$ cat src/rtl/otp_seq_pkg.sv
package otp_seq_pkg;

    typedef enum logic [3:0] {
        S_IDLE,
        S_VCC_UP,
        S_VPP_UP,
        S_FETCH,
        S_SETUP,
        S_PULSE,
        S_HOLD,
        S_VFY,
        S_FLOAT,
        S_VPP_DN,
        S_VCC_DN,
        S_RFETCH,
        S_RREAD,
        S_RFLOAT,
        S_DONE
    } seq_state_e;

    // Round a duration in ns up to whole clock cycles, never below one.
    function automatic int unsigned ns2cyc(input int unsigned ns, input int unsigned mhz);
        int unsigned c;
        c = (ns * mhz + 999) / 1000;
        return (c == 0) ? 1 : c;
    endfunction

endpackage

$ cat src/rtl/otp_phase_timer.sv
module otp_phase_timer #(
    parameter int W = 8
) (
    input  logic         clk,
    input  logic         rst,
    input  logic         load,
    input  logic [W-1:0] load_val,
    output logic         expired
);
    logic [W-1:0] cnt;

    always_ff @(posedge clk) begin
        if (rst)
            cnt <= '0;
        else if (load)
            cnt <= load_val;
        else if (cnt != '0)
            cnt <= cnt - 1'b1;
    end

    assign expired = (cnt == '0);
endmodule

$ cat src/rtl/otp_addr_walker.sv
module otp_addr_walker #(
    parameter int AW = 18
) (
    input  logic          clk,
    input  logic          rst,
    input  logic          clr,
    input  logic          inc,
    output logic [AW-1:0] addr,
    output logic          last
);
    always_ff @(posedge clk) begin
        if (rst || clr)
            addr <= '0;
        else if (inc)
            addr <= addr + 1'b1;
    end

    assign last = &addr;
endmodule

$ cat src/rtl/otp_pulse_tally.sv
module otp_pulse_tally #(
    parameter int LIMIT = 11
) (
    input  logic clk,
    input  logic rst,
    input  logic clr,
    input  logic inc,
    output logic at_limit
);
    localparam int CW = $clog2(LIMIT + 1);
    logic [CW-1:0] cnt;

    always_ff @(posedge clk) begin
        if (rst || clr)
            cnt <= '0;
        else if (inc && (cnt != CW'(LIMIT)))
            cnt <= cnt + 1'b1;
    end

    assign at_limit = (cnt == CW'(LIMIT));
endmodule

$ cat src/rtl/otp_prog_sequencer.sv
module otp_prog_sequencer
    import otp_seq_pkg::*;
#(
    parameter int ADDR_W      = 18,
    parameter int DATA_W      = 16,
    parameter int CLK_MHZ     = 100,
    parameter int PULSE_NS    = 50000,
    parameter int SETUP_NS    = 2000,
    parameter int HOLD_NS     = 2000,
    parameter int SUPPLY_NS   = 2000,
    parameter int VERIFY_NS   = 150,
    parameter int FLOAT_NS    = 130,
    parameter int READ_NS     = 150,
    parameter int RETRY_LIMIT = 10
) (
    input  logic              clk,
    input  logic              rst,
    input  logic              start,
    output logic              busy,
    output logic              done,
    output logic              pass,
    output logic [ADDR_W-1:0] fail_addr,
    output logic              dreq_valid,
    output logic [ADDR_W-1:0] dreq_addr,
    input  logic              drsp_valid,
    input  logic [DATA_W-1:0] drsp_data,
    output logic [ADDR_W-1:0] mem_addr,
    output logic [DATA_W-1:0] mem_dout,
    output logic              mem_dout_en,
    input  logic [DATA_W-1:0] mem_din,
    output logic              mem_ce_n,
    output logic              mem_oe_n,
    output logic              vcc_prog,
    output logic              vpp_prog
);
    localparam int unsigned PW_CYC = ns2cyc(PULSE_NS,  CLK_MHZ);
    localparam int unsigned SU_CYC = ns2cyc(SETUP_NS,  CLK_MHZ);
    localparam int unsigned DH_CYC = ns2cyc(HOLD_NS,   CLK_MHZ);
    localparam int unsigned VS_CYC = ns2cyc(SUPPLY_NS, CLK_MHZ);
    localparam int unsigned OE_CYC = ns2cyc(VERIFY_NS, CLK_MHZ);
    localparam int unsigned DF_CYC = ns2cyc(FLOAT_NS,  CLK_MHZ);
    localparam int unsigned RD_CYC = ns2cyc(READ_NS,   CLK_MHZ);
    localparam int TMR_W = $clog2(PW_CYC + SU_CYC + DH_CYC + VS_CYC
                                  + OE_CYC + DF_CYC + RD_CYC + 1);
    localparam int PULSE_LIMIT = RETRY_LIMIT + 1;

    localparam logic [TMR_W-1:0] LD_PW = TMR_W'(PW_CYC - 1);
    localparam logic [TMR_W-1:0] LD_SU = TMR_W'(SU_CYC - 1);
    localparam logic [TMR_W-1:0] LD_DH = TMR_W'(DH_CYC - 1);
    localparam logic [TMR_W-1:0] LD_VS = TMR_W'(VS_CYC - 1);
    localparam logic [TMR_W-1:0] LD_OE = TMR_W'(OE_CYC - 1);
    localparam logic [TMR_W-1:0] LD_DF = TMR_W'(DF_CYC - 1);
    localparam logic [TMR_W-1:0] LD_RD = TMR_W'(RD_CYC - 1);

    seq_state_e st, st_d;

    logic             tmr_load;
    logic [TMR_W-1:0] tmr_val;
    logic             tmr_zero;

    logic              a_clr, a_inc, a_last;
    logic [ADDR_W-1:0] addr;

    logic p_clr, p_inc, p_limit;

    logic [DATA_W-1:0] word_q;
    logic              word_ld;
    logic              cmp_en;
    logic              match_q;
    logic              failed_q;
    logic [ADDR_W-1:0] fail_addr_q;
    logic              record_fail;
    logic              run_start;

    otp_phase_timer #(.W(TMR_W)) u_timer (
        .clk      (clk),
        .rst      (rst),
        .load     (tmr_load),
        .load_val (tmr_val),
        .expired  (tmr_zero)
    );

    otp_addr_walker #(.AW(ADDR_W)) u_walker (
        .clk  (clk),
        .rst  (rst),
        .clr  (a_clr),
        .inc  (a_inc),
        .addr (addr),
        .last (a_last)
    );

    otp_pulse_tally #(.LIMIT(PULSE_LIMIT)) u_tally (
        .clk      (clk),
        .rst      (rst),
        .clr      (p_clr),
        .inc      (p_inc),
        .at_limit (p_limit)
    );

    assign run_start = start && ((st == S_IDLE) || (st == S_DONE));

    always_comb begin
        st_d     = st;
        tmr_load = 1'b0;
        tmr_val  = '0;
        a_clr    = 1'b0;
        a_inc    = 1'b0;
        p_clr    = 1'b0;
        p_inc    = 1'b0;
        word_ld  = 1'b0;
        cmp_en   = 1'b0;
        unique case (st)
            S_IDLE, S_DONE: begin
                if (start) begin
                    st_d = S_VCC_UP; tmr_load = 1'b1; tmr_val = LD_VS;
                    a_clr = 1'b1; p_clr = 1'b1;
                end
            end
            S_VCC_UP: if (tmr_zero) begin
                st_d = S_VPP_UP; tmr_load = 1'b1; tmr_val = LD_VS;
            end
            S_VPP_UP: if (tmr_zero) st_d = S_FETCH;
            S_FETCH: if (drsp_valid) begin
                word_ld = 1'b1;
                st_d = S_SETUP; tmr_load = 1'b1; tmr_val = LD_SU;
            end
            S_SETUP: if (tmr_zero) begin
                st_d = S_PULSE; tmr_load = 1'b1; tmr_val = LD_PW;
            end
            S_PULSE: if (tmr_zero) begin
                p_inc = 1'b1;
                st_d = S_HOLD; tmr_load = 1'b1; tmr_val = LD_DH;
            end
            S_HOLD: if (tmr_zero) begin
                st_d = S_VFY; tmr_load = 1'b1; tmr_val = LD_OE;
            end
            S_VFY: if (tmr_zero) begin
                cmp_en = 1'b1;
                st_d = S_FLOAT; tmr_load = 1'b1; tmr_val = LD_DF;
            end
            S_FLOAT: if (tmr_zero) begin
                if (match_q) begin
                    if (a_last) begin
                        st_d = S_VPP_DN; tmr_load = 1'b1; tmr_val = LD_VS;
                    end else begin
                        a_inc = 1'b1; p_clr = 1'b1; st_d = S_FETCH;
                    end
                end else if (p_limit) begin
                    st_d = S_VPP_DN; tmr_load = 1'b1; tmr_val = LD_VS;
                end else begin
                    st_d = S_SETUP; tmr_load = 1'b1; tmr_val = LD_SU;
                end
            end
            S_VPP_DN: if (tmr_zero) begin
                st_d = S_VCC_DN; tmr_load = 1'b1; tmr_val = LD_VS;
            end
            S_VCC_DN: if (tmr_zero) begin
                if (failed_q) begin
                    st_d = S_DONE;
                end else begin
                    a_clr = 1'b1; st_d = S_RFETCH;
                end
            end
            S_RFETCH: if (drsp_valid) begin
                word_ld = 1'b1;
                st_d = S_RREAD; tmr_load = 1'b1; tmr_val = LD_RD;
            end
            S_RREAD: if (tmr_zero) begin
                cmp_en = 1'b1;
                st_d = S_RFLOAT; tmr_load = 1'b1; tmr_val = LD_DF;
            end
            S_RFLOAT: if (tmr_zero) begin
                if (a_last) begin
                    st_d = S_DONE;
                end else begin
                    a_inc = 1'b1; st_d = S_RFETCH;
                end
            end
            default: st_d = S_IDLE;
        endcase
    end

    // A programming failure ends the run; a read-back mismatch keeps only the first address.
    assign record_fail = tmr_zero && !match_q &&
                         (((st == S_FLOAT) && p_limit) || (st == S_RFLOAT));

    always_ff @(posedge clk) begin
        if (rst) begin
            st          <= S_IDLE;
            word_q      <= '0;
            match_q     <= 1'b0;
            failed_q    <= 1'b0;
            fail_addr_q <= '0;
        end else begin
            st <= st_d;
            if (word_ld)
                word_q <= drsp_data;
            if (cmp_en)
                match_q <= (mem_din == word_q);
            if (run_start) begin
                failed_q    <= 1'b0;
                fail_addr_q <= '0;
            end else if (record_fail && !failed_q) begin
                failed_q    <= 1'b1;
                fail_addr_q <= addr;
            end
        end
    end

    assign busy        = (st != S_IDLE) && (st != S_DONE);
    assign done        = (st == S_DONE);
    assign pass        = done && !failed_q;
    assign fail_addr   = fail_addr_q;
    assign dreq_valid  = (st == S_FETCH) || (st == S_RFETCH);
    assign dreq_addr   = addr;
    assign mem_addr    = addr;
    assign mem_dout    = word_q;
    assign mem_dout_en = (st == S_SETUP) || (st == S_PULSE) || (st == S_HOLD);
    assign mem_ce_n    = !((st == S_PULSE) || (st == S_RREAD));
    assign mem_oe_n    = !((st == S_VFY) || (st == S_RREAD));
    assign vcc_prog    = (st >= S_VCC_UP) && (st <= S_VPP_DN);
    assign vpp_prog    = (st >= S_VPP_UP) && (st <= S_FLOAT);

endmodule

$ cat config.mk
export PLATFORM = sky130hd
export DESIGN_NAME = otp_prog_sequencer
export DESIGN_NICKNAME = d
export VERILOG_FILES = /design/src/rtl/otp_seq_pkg.sv /design/src/rtl/otp_phase_timer.sv /design/src/rtl/otp_addr_walker.sv /design/src/rtl/otp_pulse_tally.sv /design/src/rtl/otp_prog_sequencer.sv
export SDC_FILE = /design/constraint.sdc
export NUM_CORES = 1
export LEC_CHECK = 0
export ABC_AREA = 1
export BUFFER_PORTS_ARGS = -buffer_cell sky130_fd_sc_hd__buf_2
export CAP_MARGIN = 0
export CORE_MARGIN = 8
export CORE_UTILIZATION = 37
export CTS_BUF_LIST = sky130_fd_sc_hd__clkbuf_16
export DETAILED_ROUTE_END_ITERATION = 8
export GPL_ROUTABILITY_DRIVEN = 0
export GPL_TIMING_DRIVEN = 0
export HOLD_SLACK_MARGIN = 0.08
export PLACE_DENSITY = 0.6
export SYNTH_ARGS = -nofsm -noshare
export SYNTH_HDL_FRONTEND = slang
export SYNTH_HIERARCHICAL = 1
export SYNTH_SLANG_ARGS = --single-unit
$ cat constraint.sdc
create_clock -name clk -period 3.87 [get_ports clk]
set_input_delay 0.387 -clock clk [delete_from_list [all_inputs] [get_ports clk]]
set_output_delay 0.387 -clock clk [all_outputs]
set_load 0.1 [all_outputs]
==> run_results.csv <==
group,metric,value,unit
synth,ys_types,46,
synth,synth_area_per_cell,6.608,um^2
synth,syn-cell-area,4467,um^2
timing,tns,0,ns
setup_path,crit_family,"simple AND/OR/NAND/NOR gates",
drt,vias,4574,
timing,setup-violations-final,0,
die,die_h,125.9,um
grt,busiest_layer,"met2",
grt,use_met2,27.34,%
placed_design,port_buffers,114,
setup_path,crit_buf_inv,8,
power,peakVddDrop,0.2168,mV
layout,fillers,1252,
placed_design,hpwl,9574,um
synth,ys.warnings.count,6,
clock_tree,cts_tree,"yes",
timing,max_freq,0.3163,GHz
setup_path,r2r_cells,16,
grt,grt_pass1_wl,20530,um
drt,drc,0,
setup_path,cp_slowest_cell,"nor3_1",
clock_tree,clk_latency,0.34,ns
die,coreArea,11910,um^2
placed_design,pre_cts_slack,0.7308,ns
grt,gr-total-overflow,0,
grt,antenna_found_initial,0,
layout,layout-drive-gt1-share,27.07,%
power,p_leak,2.660,nW
run_status,status,"finished, final reports clean",
setup_path,cp-end-kind,"flop",
grt,grt_max_degree,15,
setup_path,path_common_cell,"inv_1",
synth,ys_ff_latch,75,
setup_path,cp.required,4.11,ns
layout,diodes,0,
clock_tree,cts_max_level,3,
power,p_per_area,604.7,nW/um^2
setup_path,crit_cells,16,
setup_path,worst_path_largest_cell_delay,0.58,ns
timing,tightest_slew,0.6571,ns
grt,gr-usage-all-layers,15.53,%
clock_tree,path_clk_slew,0.06,ns
clock_tree,ctsHoldBuffers,0,
timing,finalHoldViolCount,0,
timing,slew_viol_final,0,
die,fp.dieW,125.9,um
clock_tree,post_cts_resize_count,0,
clock_tree,numCtsBuffers,9,
setup_path,arrival,3.40,ns
die,initial_core_util,37.50,%
drt,drt-vias-per-instance,4.785,
drt,ant_nets,0,
die,row_count,40,
timing,min_period,3.161,ns
layout,multi_input_area,2409,um^2
flow_run,cap_viol_max_count,0,
drt,wl_per_cell,12.85,um
synth,synth_edf_count,0,
clock_tree,clock_path_buffers,2,
drt,drt_iter0_markers,212,
drt,wl,12280,um
die,top_level_ports,115,
layout,final_nets,844,
die,dieArea,15840,um^2
synth,synthArstFlopShare,0,%
layout,seq_area,1501,um^2
drt,dr.pass1.iters,4,
timing,max-slew-margin-rel,55.85,%
hold_path,min_path_cells,3,
synth,ys_seq_area_share,33.61,%
hold_path,min_path_type,"primary input to flop",
timing,period_share,81.69,%
synth,synthFlopType,"dfxtp_1",
setup_path,path_max_fanout,10,
timing,finalClockSkew,0.009279,ns
clock_tree,post_cts_buffers,0,
setup_path,crit_chain,"inv_1 > ha_1 > inv_1 > nor3_4 > nand2_4 > inv_1 > inv_1 > nor3_1 > nor2_1 > nand4_1 > buf_6 > inv_2 > buf_4 > or2_2 > nand4_1 > inv_1",
setup_path,start_kind,"flop",
layout,area_growth_syn_to_layout,23.36,%
grt,grtUsageMet1,17.75,%
clock_tree,cts.root.buffer_cell,"clkbuf_16",
grt,grt_pass1_vias,4513,
timing,setup_ws,0.7085,ns
setup_path,worst-setup-path-type,"flop to flop",
grt,grt_use_met3,3.502,%
timing,rsz0062_at_grt,"false",
clock_tree,cts.sinks,75,
synth,netlist_instances,676,
==> logic make-up (layout without fill, tap and decap cells) <==
| group | after synthesis | count (layout) | share of synthesized area, % |
|---|---|---|---|
| buf+inv | 116 | 246 | 12.72 |
| fa+ha+maj | 4 | 4 | 1.120 |
| flops | 75 | 75 | 33.61 |
| xor+xnor | 5 | 5 | 0.9806 |
| other cells | 1 | 4 | 0.08395 |
| simple gates | 370 | 370 | 38.57 |
| compound gates | 105 | 105 | 12.91 |
==> path summary, 6_finish.rpt <==
kind | startpoint | endpoint | slack, ns
min | drsp_data[6] | mem_dout[6] | 0.32
max | u_timer/cnt[0] | u_timer/cnt[7] | 0.71
min reg2reg | fail_addr[5] | fail_addr[5] | 0.46
max reg2reg | u_timer/cnt[0] | u_timer/cnt[7] | 0.71
==> synthesized netlist by cell type, types with 2 or more instances <==
library cell	instances	area, um^2
nand3_1	32	160.2
nand2_4	7	78.83
or2_2	2	12.51
o21ai_2	3	26.28
nand2_1	191	716.9
xor2_1	3	26.28
a21oi_1	56	280.3
xnor2_1	2	17.52
nand4_1	8	50.05
inv_1	74	277.8
clkbuf_1	4	15.01
o21a_1	3	22.52
o21ai_0	31	155.2
dfxtp_1	75	1501
a21oi_2	3	26.28
buf_6	5	56.30
nor2_2	12	75.07
a31oi_1	3	18.77
nand2_2	10	62.56
nor3_1	10	50.05
nand3b_1	3	22.52
nor3b_1	2	15.01
inv_2	5	18.77
buf_4	24	180.2
nor2_4	8	90.09
ha_1	4	50.05
nor2_1	77	289.0
==> final cells by class <==
class                   instances  area share (%)
repair buffers                114           10.35
plain buffers                  35           4.723
clock buffers                   9           4.087
flip-flops and latches         75           27.25
clock inverters                 7          0.9537
inverters                      81           5.586
well taps                     147           3.338
multi-input cells             488           43.71
==> flip-flops by register name, summed over array words and instances, names as in the netlist <==
signal and flops:
fail_addr 18, u_walker/addr 18, match_q 1, st 4, u_tally/cnt 4, failed_q 1
u_timer/cnt 13, mem_dout 16
==> layer usage <==
| metal | share of wire [%] | wire (um) |
|---|---|---|
| met5 | 0 | 0 |
| met4 | 2.1 | 252 |
| met3 | 4.3 | 522 |
| met2 | 48 | 5919 |
| met1 | 45 | 5587 |
==> cell usage in the layout (no fill, tap or decap), drive strengths merged, types with 3 or more instances in the layout <==
cell type,Yosys,final
o21ai,35,35
nor3b,3,3
buf,31,145
clkinvlp,0,3
nand2,208,208
ha,4,4
nand3,34,34
nor2,98,98
clkinv,1,4
conb,1,4
nand3b,3,3
o21a,3,3
a31oi,3,3
a21oi,59,59
nor3,12,12
xor2,3,3
inv,80,81
nand4,8,8
dfxtp,75,75
clkbuf,4,13
==> report_power, final <==
group	leakage, nW	internal [mW]	switching (mW)	total (mW)
clock network	0.126	0.436	0.354	0.791
logic	1.93	0.461	1.15	1.62
registers	0.608	0.853	0.0730	0.926
total	2.66	1.75	1.58	3.33
==> stage by stage <==
step	total power [mW]	hold slack [ns]	util, %	cell area [um^2]	instances
3_5_place_dp	2.554	0.4542	43.93	5233	940
4_1_cts	3.358	0.3122	46.26	5510	956
6_report	3.332	0.3212	46.26	5510	956
5_1_grt	3.575	0.3311	46.26	5510	956
2_1_floorplan	2.257	0.4719	-	4478	679
3_3_place_gp	2.534	0.4492	43.93	5233	940
==> worst register-to-register path, stage by stage (launching register included) <==
cell,delay [ns]
dfxtp_1,0.34
inv_1,0.17
ha_1,0.18
inv_1,0.06
nor3_4,0.26
nand2_4,0.08
inv_1,0.15
inv_1,0.17
nor3_1,0.58
nor2_1,0.15
nand4_1,0.12
buf_6,0.14
inv_2,0.08
buf_4,0.18
or2_2,0.27
nand4_1,0.09
inv_1,0.04
(Power assumes the default switching activity.)
